### config.mk
export PLATFORM = sky130hd
export DESIGN_NAME = evt_acq_top
export DESIGN_NICKNAME = d
export VERILOG_FILES = /design/src/rtl/evt_acq_pkg.sv /design/src/rtl/evt_chan_capture.sv /design/src/rtl/evt_seq_fsm.sv /design/src/rtl/evt_acq_top.sv
export SDC_FILE = /design/constraint.sdc
export NUM_CORES = 1
export LEC_CHECK = 0
export BUFFER_PORTS_ARGS = -buffer_cell sky130_fd_sc_hd__buf_2
export CORE_ASPECT_RATIO = 2
export CORE_MARGIN = 2
export CORE_UTILIZATION = 54
export DETAILED_ROUTE_END_ITERATION = 6
export PLACE_DENSITY = 0.87
export SLEW_MARGIN = 15
export SYNTH_ARGS = -nofsm -noshare
export SYNTH_HDL_FRONTEND = slang
export SYNTH_SLANG_ARGS = --single-unit
### constraint.sdc
create_clock -name clk -period 2.7 [get_ports clk]
set_input_delay 0.54 -clock clk [delete_from_list [all_inputs] [get_ports clk]]
set_output_delay 0.54 -clock clk [all_outputs]
set_load 0.01 [all_outputs]
### src/rtl/evt_acq_pkg.sv
package evt_acq_pkg;

    typedef enum logic [3:0] {
        S_IDLE,
        S_DISARM,
        S_WAIT_RST,
        S_WAIT_TRIG,
        S_CAPTURE,
        S_RD_TIME,
        S_RD_TEMP_LO,
        S_RD_TEMP_HI,
        S_READY
    } seq_state_t;

    typedef enum logic [1:0] {
        C_IDLE,
        C_WAIT_DV,
        C_RUN,
        C_END
    } cap_state_t;

    localparam logic [1:0] AUX_TIME = 2'd0;
    localparam logic [1:0] AUX_TLO  = 2'd1;
    localparam logic [1:0] AUX_THI  = 2'd2;
    localparam logic [1:0] AUX_NONE = 2'd3;

endpackage

### src/rtl/evt_chan_capture.sv
module evt_chan_capture
    import evt_acq_pkg::*;
#(
    parameter int DW    = 10,
    parameter int NSMP  = 160,
    parameter int DEPTH = 256,
    parameter int TMO   = 1024
) (
    input  logic                     clk,
    input  logic                     rst_n,
    input  logic                     abort,
    input  logic                     start,
    input  logic                     dv,
    input  logic [DW-1:0]            smp,
    output logic                     buf_we,
    output logic [$clog2(DEPTH)-1:0] buf_addr,
    output logic [DW-1:0]            buf_data,
    output logic                     done,
    output logic                     err,
    output logic                     fin
);
    localparam int AW = $clog2(DEPTH);
    localparam int TW = $clog2(TMO);
    localparam logic [AW-1:0] LAST = AW'(NSMP - 1);
    localparam logic [TW-1:0] TLIM = TW'(TMO - 1);

    cap_state_t    st_q, st_d;
    logic [AW-1:0] cnt_q;
    logic [TW-1:0] tmr_q;

    always_comb begin
        st_d = st_q;
        unique case (st_q)
            C_IDLE, C_END: if (start) st_d = C_WAIT_DV;
            C_WAIT_DV:     if (dv) st_d = C_RUN;
                           else if (tmr_q == TLIM) st_d = C_END;
            C_RUN:         if (cnt_q == LAST) st_d = C_END;
            default:       st_d = C_IDLE;
        endcase
        if (abort) st_d = C_IDLE;
    end

    always_ff @(posedge clk) begin
        if (!rst_n) st_q <= C_IDLE;
        else        st_q <= st_d;
    end

    always_ff @(posedge clk) begin
        if (!rst_n) begin
            buf_we   <= 1'b0;
            buf_addr <= '0;
            buf_data <= '0;
            cnt_q    <= '0;
            tmr_q    <= '0;
            done     <= 1'b0;
            err      <= 1'b0;
        end else begin
            buf_we <= 1'b0;
            if (abort) begin
                done <= 1'b0;
                err  <= 1'b0;
            end else begin
                unique case (st_q)
                    C_IDLE, C_END: if (start) begin
                        done  <= 1'b0;
                        err   <= 1'b0;
                        tmr_q <= '0;
                    end
                    C_WAIT_DV: if (dv) begin
                        buf_we   <= 1'b1;
                        buf_addr <= '0;
                        buf_data <= smp;
                        cnt_q    <= AW'(1);
                    end else if (tmr_q == TLIM) begin
                        err <= 1'b1;
                    end else begin
                        tmr_q <= tmr_q + 1'b1;
                    end
                    C_RUN: begin
                        buf_we   <= 1'b1;
                        buf_addr <= cnt_q;
                        buf_data <= smp;
                        cnt_q    <= cnt_q + 1'b1;
                        if (cnt_q == LAST) done <= 1'b1;
                    end
                    default: ;
                endcase
            end
        end
    end

    assign fin = (st_q == C_END);

endmodule

### src/rtl/evt_seq_fsm.sv
module evt_seq_fsm
    import evt_acq_pkg::*;
#(
    parameter int CW  = 16,
    parameter int NCH = 2
) (
    input  logic           clk,
    input  logic           rst_n,
    input  logic           start_acq,
    input  logic           auto_rst_en,
    input  logic           ext_rst,
    input  logic           rd_done,
    input  logic           trig_in,
    input  logic [NCH-1:0] ch_fin,
    input  logic [7:0]     aux_byte,
    output logic           trig_en,
    output logic           cap_start,
    output logic [1:0]     aux_sel,
    output logic           busy,
    output logic           ready,
    output logic [CW-1:0]  evt_cnt,
    output logic [7:0]     time_word,
    output logic [15:0]    temp_word
);
    seq_state_t st_q, st_d;
    logic       eff_rst;

    assign eff_rst = auto_rst_en ? rd_done : ext_rst;

    always_comb begin
        st_d = st_q;
        unique case (st_q)
            S_IDLE:       st_d = S_IDLE;
            S_DISARM:     st_d = S_WAIT_RST;
            S_WAIT_RST:   if (eff_rst) st_d = S_WAIT_TRIG;
            S_WAIT_TRIG:  if (trig_in) st_d = S_CAPTURE;
            S_CAPTURE:    if (&ch_fin) st_d = S_RD_TIME;
            S_RD_TIME:    st_d = S_RD_TEMP_LO;
            S_RD_TEMP_LO: st_d = S_RD_TEMP_HI;
            S_RD_TEMP_HI: st_d = S_READY;
            S_READY:      if (eff_rst) st_d = S_WAIT_TRIG;
            default:      st_d = S_IDLE;
        endcase
        if (start_acq) st_d = S_DISARM;
    end

    always_ff @(posedge clk) begin
        if (!rst_n) st_q <= S_IDLE;
        else        st_q <= st_d;
    end

    always_comb begin
        trig_en   = (st_q == S_WAIT_TRIG);
        cap_start = trig_en && trig_in && !start_acq;
        ready     = (st_q == S_READY);
        busy      = 1'b0;
        aux_sel   = AUX_NONE;
        unique case (st_q)
            S_CAPTURE:    busy = 1'b1;
            S_RD_TIME:    begin busy = 1'b1; aux_sel = AUX_TIME; end
            S_RD_TEMP_LO: begin busy = 1'b1; aux_sel = AUX_TLO;  end
            S_RD_TEMP_HI: begin busy = 1'b1; aux_sel = AUX_THI;  end
            default:      ;
        endcase
    end

    always_ff @(posedge clk) begin
        if (!rst_n) begin
            evt_cnt   <= '0;
            time_word <= '0;
            temp_word <= '0;
        end else begin
            if (start_acq)      evt_cnt <= '0;
            else if (cap_start) evt_cnt <= evt_cnt + 1'b1;
            if (st_q == S_RD_TIME)    time_word       <= aux_byte;
            if (st_q == S_RD_TEMP_LO) temp_word[7:0]  <= aux_byte;
            if (st_q == S_RD_TEMP_HI) temp_word[15:8] <= aux_byte;
        end
    end

endmodule

### src/rtl/evt_acq_top.sv
module evt_acq_top
    import evt_acq_pkg::*;
#(
    parameter int DW    = 10,
    parameter int NSMP  = 160,
    parameter int DEPTH = 256,
    parameter int TMO   = 1024,
    parameter int CW    = 16
) (
    input  logic                     clk,
    input  logic                     rst_n,
    input  logic                     start_acq,
    input  logic                     auto_rst_en,
    input  logic                     ext_rst,
    input  logic                     rd_done,
    input  logic                     trig_in,
    input  logic [1:0]               dv_in,
    input  logic [DW-1:0]            smp0_in,
    input  logic [DW-1:0]            smp1_in,
    input  logic [7:0]               aux_byte,
    output logic                     trig_en,
    output logic [1:0]               aux_sel,
    output logic                     buf0_we,
    output logic [$clog2(DEPTH)-1:0] buf0_addr,
    output logic [DW-1:0]            buf0_data,
    output logic                     buf1_we,
    output logic [$clog2(DEPTH)-1:0] buf1_addr,
    output logic [DW-1:0]            buf1_data,
    output logic [7:0]               status,
    output logic [1:0]               ch_err,
    output logic [CW-1:0]            evt_cnt,
    output logic [7:0]               time_word,
    output logic [15:0]              temp_word
);
    localparam int AW  = $clog2(DEPTH);
    localparam int NCH = 2;

    logic          cap_start, busy, ready;
    logic [DW-1:0] smp_a  [NCH];
    logic          we_a   [NCH];
    logic [AW-1:0] addr_a [NCH];
    logic [DW-1:0] data_a [NCH];
    logic [NCH-1:0] done_v, err_v, fin_v;

    assign smp_a[0] = smp0_in;
    assign smp_a[1] = smp1_in;

    for (genvar g = 0; g < NCH; g++) begin : g_ch
        evt_chan_capture #(
            .DW(DW), .NSMP(NSMP), .DEPTH(DEPTH), .TMO(TMO)
        ) i_cap (
            .clk      (clk),
            .rst_n    (rst_n),
            .abort    (start_acq),
            .start    (cap_start),
            .dv       (dv_in[g]),
            .smp      (smp_a[g]),
            .buf_we   (we_a[g]),
            .buf_addr (addr_a[g]),
            .buf_data (data_a[g]),
            .done     (done_v[g]),
            .err      (err_v[g]),
            .fin      (fin_v[g])
        );
    end

    evt_seq_fsm #(.CW(CW), .NCH(NCH)) i_fsm (
        .clk         (clk),
        .rst_n       (rst_n),
        .start_acq   (start_acq),
        .auto_rst_en (auto_rst_en),
        .ext_rst     (ext_rst),
        .rd_done     (rd_done),
        .trig_in     (trig_in),
        .ch_fin      (fin_v),
        .aux_byte    (aux_byte),
        .trig_en     (trig_en),
        .cap_start   (cap_start),
        .aux_sel     (aux_sel),
        .busy        (busy),
        .ready       (ready),
        .evt_cnt     (evt_cnt),
        .time_word   (time_word),
        .temp_word   (temp_word)
    );

    assign buf0_we   = we_a[0];
    assign buf0_addr = addr_a[0];
    assign buf0_data = data_a[0];
    assign buf1_we   = we_a[1];
    assign buf1_addr = addr_a[1];
    assign buf1_data = data_a[1];
    assign ch_err    = err_v;
    assign status    = {ready, 1'b0, done_v[1], done_v[0], 3'b000, busy};

endmodule

==> flow_summary.ini <==
[outcome]
status = finished clean

[worst_setup_path]
critPathKind = flop to flop
ff2ff_path_depth = 6
startpoint_type = flop
critPathMaxFanout = 19
crit_path_end_kind = flop
required_ns = 3.04
cp-startpoint = g_ch[1].i_cap.st_q[1]
r2r-start = g_ch[1].i_cap.st_q[1]
arrival_ns = 2.66

[floorplanning]
core_area_um2 = 10540
boundaryPins = 128
die_h_um = 151.3
start_util_pct = 55.57
rows = 53
dieArea_um2 = 11750
die_w_um = 77.66

[final_layout]
layout-drive-gt1-share_pct = 22.05
register_area_um2 = 2522
multi_input_area_um2 = 3043
antennaDiodeCount = 0
utilization_pct = 67.68
nFillCells = 888
final_nets = 865
syn2layout_area_growth_pct = 21.78

[synthesis]
synth.largest_area_cell = dfxtp_1
syn-cell-area_um2 = 5859
seq_area_frac_synth_pct = 43.05
netlist_top_cells_area = dfxtp_1 43%, nand2_1 8.1%, a21oi_1 5.5%
synth_async_sr_flop_share_pct = 0
yosysWarnings = 0
ys_ff_latch = 126
synth_enable_flop_cells = 0
synthCells = 710
syn_area_per_cell_um2 = 8.253
ys.flop_type = dfxtp_1
synthTopCellsByCount = 126 x dfxtp_1, 126 x nand2_1, 64 x a21oi_1
synth_top_area_share_pct = 43.05
synth.distinct_cells = 66

[clock_tree]
cts.clk_slew.worst_paths_ns = 0.06
clk_latency_ns = 0.41
cts_setup_buffers = 0
htreeDepth = 4
clockBufferDepth = 2
numCtsBuffers = 17
cts_hold_buf = 0
cts_root_buf = clkbuf_16
cts_resized = 0
cts.sinks = 126
cts_tree = yes

[power]
vdd_drop_max_uv = 458.1
fin_total_pwr_mw = 4.425
p_per_area_nw_per_um2 = 620.1
leakage_nw = 2.690

[hold_path]
hold_start = smp1_in[3]
hp-class = input port to flop
holdPathStages = 3

[global_route]
grt_first_pass_wirelength_mm = 25.76
grt_max_degree = 30
track_usage_pct = 27.18
overflow = 0
grt_pass1_vias = 5554
antenna_found_initial = 0

[placed_design]
gp_congestion = 0.9210
dp_hpwl_mm = 11.17
portBuffers = 123

[sta]
hold_viol = 0
hold_slack_ns = 0.3658
setup_viol_count_final = 0
timing.final.crit_share_pct = 86.12
report.final.slew_viol_count = 0
clock_skew_ns = 0.007262
slew_headroom_pct = 35.90
tightest_slew_ns = 0.9491
fmaxAchievable_mhz = 430.1
tns_ns = 0
rsz0062_at_grt = no
final.min_clock_period_ns = 2.325

[routing]
vias = 5740
remaining_drc_errors = 0
vias_per_cell = 5.936
avgRoutedWirePerCell_um = 16.29
drtIter0Drc = 242
ant_nets = 0
routed_wl_mm = 15.75
drt_first_pass_iters = 5

[flow_run]
cap_violations = 0
-- routing by layer --
metal  up-vias  global-route usage (%)  part of all wire [%]
met3        54                   5.781                   5.3
met5         -                       0                     0
li1       2774                       -                     -
met4         0                   13.57                   4.1
met1      2702                   27.37                    36
met2       210                   51.59                    54
-- per-stage QoR --
step | instances | instance area (µm²) | setup WS (ns)
floorplan | 713 | 5871 | 0.5938
global placement | 935 | 6506 | 0.5645
detailed placement | 935 | 6506 | 0.4626
CTS | 967 | 7136 | 0.4135
global route | 967 | 7136 | 0.1118
finish | 967 | 7136 | 0.3747
-- power breakdown --
group / total (mW) / internal (mW) / switching (mW) / leakage (nW)
logic: 0.130 / 0.0429 / 0.0875 / 1.38
clock network: 2.43 / 1.57 / 0.854 / 0.296
registers: 1.87 / 1.86 / 0.00624 / 1.01
-- kinds of logic (layout without fill, tap and decap cells) --
logic type	after synthesis	count (layout)	share of synthesized area, %
flip-flops	126	126	43.05
adder cells (fa/ha/maj)	11	11	2.349
buffers and inverters	66	183	5.210
XOR/XNOR	20	20	2.989
multiplexers	4	4	0.6833
AND/OR/NAND/NOR	311	311	26.29
other	1	4	0.06400
AO/OA/AOI/OAI	171	171	19.37
-- cells in the final DEF (no fill, tap or decap), drive strengths merged, types with 5 or more instances in the layout --
cell	count
nand2b	12
o21ai	12
nor4	11
and4	6
a31o	6
o311ai	6
buf	136
a31oi	11
nor3b	6
nand2	126
o31ai	9
inv	16
clkbuf	19
nand3	30
ha	11
o41ai	7
nor3	13
nor2b	7
nor2	52
dfxtp	126
a21oi	64
nand4	15
or3	5
and3	6
a22oi	17
a211oi	12
xnor2	16
-- final timing paths --
kind | end | slack, ns
max | g_ch[1].i_cap.buf_addr[7] | 0.37
min | g_ch[1].i_cap.buf_data[3] | 0.37
max reg2reg | g_ch[1].i_cap.buf_addr[7] | 0.37
min reg2reg | i_fsm.temp_word[10] | 0.45
-- final cells by class --
class	instances	area share [%]
Multi-Input combinational cell	521	42.64
Sequential cell	126	35.35
Timing Repair Buffer	136	9.995
Clock buffer	19	6.207
Clock inverter	13	2.613
Tap cell	137	2.402
Inverter	15	0.7891
-- registers in the layout, summed over array words and instances, names as in the netlist --
name / flops
g_ch.i_cap.buf_data: 20
g_ch.i_cap.tmr_q: 20
g_ch.i_cap.buf_addr: 16
g_ch.i_cap.cnt_q: 16
i_fsm.evt_cnt: 16
i_fsm.temp_word: 16
i_fsm.time_word: 8
g_ch.i_cap.st_q: 4
i_fsm.st_q: 4
g_ch.i_cap.buf_we: 2
g_ch.i_cap.done: 2
g_ch.i_cap.err: 2
-- critical path: stages (launching register included) --
cell     delay, ns
dfxtp_1       0.33
inv_1         0.07
ha_1          0.54
mux2i_1       0.57
or2_2         0.43
a22oi_1       0.15
nor2_1        0.15
(Power assumes the default switching activity.)
